==> src/rtl/sector_erase_batcher.sv <==
module sector_erase_batcher #(
  parameter int NUM_SECTORS  = 16,
  parameter int WINDOW_TICKS = 50,
  parameter int SEC_W        = (NUM_SECTORS > 1) ? $clog2(NUM_SECTORS) : 1
) (
  input  logic                   clk,
  input  logic                   rst_n,
  input  logic                   tick_us,
  input  logic                   cmd_sector_erase,
  input  logic                   cmd_chip_erase,
  input  logic                   cmd_suspend,
  input  logic                   cmd_other,
  input  logic [SEC_W-1:0]       cmd_sector,
  input  logic                   erase_done,
  output logic [NUM_SECTORS-1:0] sel_mask,
  output logic                   erase_start,
  output logic                   erase_busy,
  output logic                   suspend_req
);
  localparam int CNT_W = $clog2(WINDOW_TICKS + 1);
  localparam bit FULL_RANGE = ((1 << SEC_W) == NUM_SECTORS);

  typedef enum logic [1:0] {ST_IDLE, ST_WINDOW, ST_ERASE} st_t;

  st_t               st;
  logic [CNT_W-1:0]  cnt;
  logic              sec_ok, take_sec, last_tick;

  assign sec_ok    = FULL_RANGE ? 1'b1 : (cmd_sector < SEC_W'(NUM_SECTORS));
  assign take_sec  = cmd_sector_erase && sec_ok && (st != ST_ERASE);
  assign last_tick = (st == ST_WINDOW) && tick_us && (cnt == CNT_W'(1));
  assign erase_busy = (st == ST_ERASE);

  always_ff @(posedge clk) begin
    if (!rst_n) begin
      st          <= ST_IDLE;
      cnt         <= '0;
      sel_mask    <= '0;
      erase_start <= 1'b0;
      suspend_req <= 1'b0;
    end else begin
      erase_start <= 1'b0;
      suspend_req <= 1'b0;
      if (take_sec) begin
        st       <= ST_WINDOW;
        cnt      <= CNT_W'(WINDOW_TICKS);
        sel_mask <= sel_mask | (NUM_SECTORS'(1) << cmd_sector);
      end else begin
        case (st)
          ST_IDLE: if (cmd_chip_erase) begin
            st          <= ST_ERASE;
            sel_mask    <= '1;
            erase_start <= 1'b1;
          end
          ST_WINDOW: if (last_tick) begin
            st          <= ST_ERASE;
            erase_start <= 1'b1;
          end else if (tick_us) begin
            cnt <= cnt - CNT_W'(1);
          end
          default: if (erase_done) begin
            st       <= ST_IDLE;
            sel_mask <= '0;
          end else if (cmd_suspend) begin
            suspend_req <= 1'b1;
          end
        endcase
      end
    end
  end
endmodule


==> config.mk <==
export PLATFORM = sky130hd
export DESIGN_NAME = sector_erase_batcher
export DESIGN_NICKNAME = d
export VERILOG_FILES = /design/src/rtl/sector_erase_batcher.sv
export SDC_FILE = /design/constraint.sdc
export NUM_CORES = 1
export LEC_CHECK = 0
export BUFFER_PORTS_ARGS = -buffer_cell sky130_fd_sc_hd__buf_2
export CORE_ASPECT_RATIO = 1.5
export CORE_MARGIN = 5
export CORE_UTILIZATION = 50
export DETAILED_ROUTE_END_ITERATION = 7
export GPL_TIMING_DRIVEN = 0
export PLACE_DENSITY = 0.77
export SKIP_CTS_REPAIR_TIMING = 1
export SYNTH_ARGS = -nofsm -noshare
export SYNTH_HDL_FRONTEND = slang
export SYNTH_SLANG_ARGS = --single-unit
==> constraint.sdc <==
create_clock -name clk -period 3.9 [get_ports clk]
set_clock_uncertainty 0.2 [all_clocks]
set_input_delay 0.195 -clock clk [delete_from_list [all_inputs] [get_ports clk]]
set_output_delay 0.195 -clock clk [all_outputs]
set_load 0.05 [all_outputs]
# Word-level counts from Yosys, hierarchy flattened
# Index checks and enable logic that the tools add are counted.
# Widths: inputs -> output; s select.
[word_totals]
reg_bits = 26
inputBits = 12
out_inout_bits = 19
wordCells = 55
[classes]
n_addsub = 1
n_eq_ne = 10
shifts = 1
muxes = 17
bitwise_logic = 3
n_reduce_logical = 16
[ops]
columns = ["cell", "n"]
rows = [
  ["$mux 16", 3],
  ["$pmux 16 s2", 1],
  ["$mux 6", 4],
  ["$or 16x16->16", 1],
  ["$shl 1x4->16 const A", 1],
  ["$reduce_and 3->1", 5],
  ["$ne 2x2->1 const B", 5],
  ["$eq 6x1->1 const B", 1],
  ["$mux 2", 3],
  ["$ne 3x3->1 const B", 2],
  ["$reduce_bool 3->1", 2],
  ["$sub 6x1->6 const B", 1],
  ["$reduce_or 5->1", 1],
  ["$mux 1", 4],
  ["$pmux 2 s2", 1],
  ["$reduce_bool 2->1", 2],
  ["$reduce_bool 4->1", 1],
  ["$logic_and 1x1->1", 3],
  ["$eq 2x1->1 const B", 1],
  ["$eq 2x2->1 const B", 1],
  ["$logic_not 2->1", 1],
  ["$not 1->1", 2],
  ["$pmux 1 s2", 1],
  ["$reduce_or 2->1", 1],
]

# Depth between registers and ports, before layout
[logic_depth]
depth_word = 6
ltp_mapped = 6
mapped_depth_nobuf = 6

# Least setup slack after synthesis
# Ideal clock, no wire load.
[synth_timing]
path_type = "flip-flop to flip-flop"
from = "reg st[1]"
to = "reg cnt[1]"
setup_time_ps = 122
t_arrival_ps = 1611
t_required_ps = 3578
setup_slack_ps = 1968
path_stages_with_launch = 5
n_path_buf = 0
period_less_slack_ps = 1932
path_cell_list = "dfxtp_1 inv_1 nor2_1 nor2_1 o311a_1"
[synth_between]
elab_chain_cells = 5
word_cells_on_any_way = 10
cone_classes = "eq/ne (3); mux (1); reduce/logical (6)"
[synth_lines]
columns = ["element", "line", "text"]
rows = [
  ["start, declared", "25", "st_t st;"],
  ["start signal, assigned", "36", "st <= ST_IDLE;"],
  ["start signal, assigned", "45", "st <= ST_WINDOW;"],
  ["start signal, assigned", "51", "st <= ST_ERASE;"],
  ["$eq 2x1->1", "31, 49", ""],
  ["$logic_and 1x1->1 (2 in a row)", "31", "assign last_tick = (st == ST_WINDOW) && tick_us && (cnt == CNT_W'(1));"],
  ["$ne 2x2->1 (no line)", "n/a", ""],
  ["$reduce_and 3->1 (no line)", "n/a", ""],
  ["end signal, assigned", "46", "cnt <= CNT_W'(WINDOW_TICKS);"],
  ["end signal, assigned", "59", "cnt <= cnt - CNT_W'(1);"],
  ["end, declared", "26", "logic [CNT_W-1:0] cnt;"],
]
# Parallel ways exist; a longest one is shown, timed or not.
# A chain may end at the register's enable or synchronous reset.

# Worst setup path in the final report
[layout_timing]
from = "reg st[1]"
to = "reg suspend_req"
[layout_between]
elab_chain_cells = 3
word_cells_on_any_way = 5
cone_classes = "eq/ne (2); reduce/logical (3)"
[layout_lines]
columns = ["element", "line", "text"]
rows = [
  ["$ne 2x2->1", "30", "assign take_sec = cmd_sector_erase && sec_ok && (st != ST_ERASE);"],
  ["$logic_and 1x1->1", "30", ""],
  ["$reduce_or 5->1 (no line) *", "n/a", ""],
  ["end signal, assigned", "40", "suspend_req <= 1'b0;"],
  ["end signal, assigned", "43", "suspend_req <= 1'b0;"],
  ["end signal, assigned", "65", "suspend_req <= 1'b1;"],
  ["end, declared", "18", "output logic suspend_req"],
]
# Mark *: on every way between the ends. The rest lies on a longest branch, timed or not.

==> run metrics <==
filler-free cell count of the finished design=217; number of buffers added by the clock tree synthesis step=3; violation count after the first detailed-route iteration=29; Post-Synthesis Cell Area=0.00132 mm²; Max FO, Critical Path=7; launch instance of the worst min-delay path=cmd_sector_erase; sequential fraction of the synthesis area=39.6%; total met2 wirelength after detailed routing=1.63 mm; worst flop-to-flop path startpoint=st[1]; NumNets Final=about 210; Synth Instances=155; setup repair after global routing missed its margin=false; global-route wire length before repair=4.99 mm; Highest Signal Layer=met4; num rows=22; clock slew seen by the registers of the worst setup and hold paths=150 ps; Layout area overhead=21.1%; DIE HEIGHT=about 73 µm; Ys Warns=0; # DRC=0; Remaining Overflow, GRT=0; insertion delay to the later sink of the worst-skew pair=330 ps; Required @ worst endpoint=3970 ps; post-synthesis sequential element count=26; synthesized net count=169; core area=0.00248 mm²; last weighted congestion value of the routability-driven placer=0.967; met1 routed wirelength after detailed routing=1.19 mm; max-cap check violation count=0; met3 wire len=135 µm; root buf cell=sky130_fd_sc_hd__clkbuf_4; number of detailed-route iterations in the first pass=4; path type of the worst min-delay path=input pin to flip-flop; number of antenna-violating nets in the routed design=0; maximum clock frequency=roughly 0.45 GHz; Inst Count DP=208; share of final-layout standard cells stronger than drive strength 1=30.6%; die area=0.00378 mm²; total leakage power=0.675 nW; top_reg_cell synth=sky130_fd_sc_hd__dfxtp_1; tightest slew margin relative to the limit=between 70% and 80%; starting density of the core=53.1%; vias per std cell=5.52; VDD IR max=0.000251 V; total routing resource utilization after global routing=16.8%; start-to-end type of the worst setup path=flip-flop to flip-flop; number of antenna cells inserted=0; number of sinks handled by clock tree synthesis=26; total number of vias=1197; areal power density over the cells=around 440 mW/mm²; TritonCTS clock tree=yes; capturing element type of the critical path=flip-flop; count of final max-slew check failures=0; most frequent standard cell in the layout excluding fill and tap cells=sky130_fd_sc_hd__buf_2; number of port buffers=29; Filler Cells Inserted=between 200 and 250; Min Clock Period, post-route=2240 ps; share of the clock period used by the worst path=57.5%; number of flops mapped to enable cells by yosys=0; endpoints failing hold=0; run status=finished, final reports clean; Routed WL per cell=roughly 14 µm; initial antenna violation count=0; largest net degree at the start of global routing=16; vias in the first global route=~1.2k; Startpoint Class=flip-flop; floorplan die width=51.9 µm; setup TNS=0 ps; arrival time of the worst setup path=2310 ps; CTS H-tree depth=1; total wire length=roughly 3.0 mm; count of endpoints failing setup in the final report=0; critical path startpoint=st[1]; half-perimeter wire length after detailed placement=2.27 mm; share of flip-flops with an asynchronous set or reset after synthesis=0%; distinct cell type count of the synthesized netlist=39; I/O pin total=31; final design utilization=64.3%; CTS max path bufs=2; Worst Tran Pin Value=416 ps; synthesized area per cell=8.48 µm²; commonest cells after routing, fill and taps aside=sky130_fd_sc_hd__buf_2 (30), sky130_fd_sc_hd__dfxtp_1 (26), sky130_fd_sc_hd__o21ai_0 (22), sky130_fd_sc_hd__inv_1 (20), sky130_fd_sc_hd__o21ai_1 (12)
-- layer usage --
layer / global-route usage (%) / up-vias
li1: - / 604
met5: 0 / -
met1: 17.5 / 554
met3: 2.25 / 8
met2: 32.3 / 31
met4: 6.71 / 0
-- cell type report --
type                       count  area [µm²]  share of cell area (%)
clock buffer                   3        22.5                    1.41
buffer                         5        40.0                    2.51
timing repair buffer          34         195                    12.3
sequential                    26         520                    32.7
tap                           24        30.0                    1.89
inverter                      20        75.1                    4.71
multi-input combinational    104         679                    42.7
clock inverter                 1        30.0                    1.89
-- state kept, by name (all words and copies together) (netlist names) --
register	cells
suspend_req	1
st	2
erase_start	1
cnt	6
sel_mask	16
-- critical path: stages (launching register included) --
cell and delay [ps]:
sky130_fd_sc_hd__dfxtp_1 510, sky130_fd_sc_hd__inv_1 140, sky130_fd_sc_hd__o21ai_1 370, sky130_fd_sc_hd__nand2_2 190, sky130_fd_sc_hd__nor3_1 200, sky130_fd_sc_hd__dlygate4sd3_1 570
-- kinds of logic after synthesis --
logic type | Yosys count | share of synthesized area, %
XOR/XNOR | 4 | 2.66
AND/OR/NAND/NOR | 35 | 16.0
multiplexers | 1 | 0.761
buffers and inverters | 25 | 8.75
flip-flops | 26 | 39.6
AO/OA/AOI/OAI | 62 | 30.4
adder cells (fa/ha/maj) | 2 | 1.90
-- report_power, final --
part,switching (mW),internal [mW],total [mW]
registers,0.0164,0.290,0.307
logic,0.143,0.0640,0.207
clock network,0.0826,0.104,0.187
-- worst paths after layout --
| kind | to | slack (ps) | cells past startpoint |
|---|---|---|---|
| max | suspend_req | 1660 | 5 |
| min | st[0] | 2 | 3 |
| max reg2reg | suspend_req | 1660 | 5 |
| min reg2reg | sel_mask[5] | 260 | 2 |
-- per-stage QoR --
stage	setup WS [ps]	cell area, µm²	hold slack (ps)	power [mW]
after CTS	2120	1540	-154	0.700
after global placement	2280	1490	184	0.508
after global routing	1560	1590	27.4	0.732
after floorplan	1970	1320	72.0	0.468
after detailed placement	2230	1490	195	0.515
final	1660	1590	2.45	0.700
-- cells in the mapped netlist, drive strengths merged, types with 2 or more instances --
cell type / instances / area (µm²)
a21boi: 3 / 33.8
nand2b: 7 / 53.8
buf: 4 / 35.0
nand3: 3 / 15.0
nand4: 2 / 12.5
dfxtp: 26 / 521
nor3: 3 / 26.3
or3: 2 / 17.5
xor2: 3 / 26.3
ha: 2 / 25.0
o211ai: 2 / 15.0
nand2: 5 / 21.3
nor2: 8 / 30.0
inv: 20 / 75.1
o21ai: 35 / 179
a21oi: 17 / 126
or2: 2 / 12.5
No activity file was read; power rests on OpenSTA's default activity.
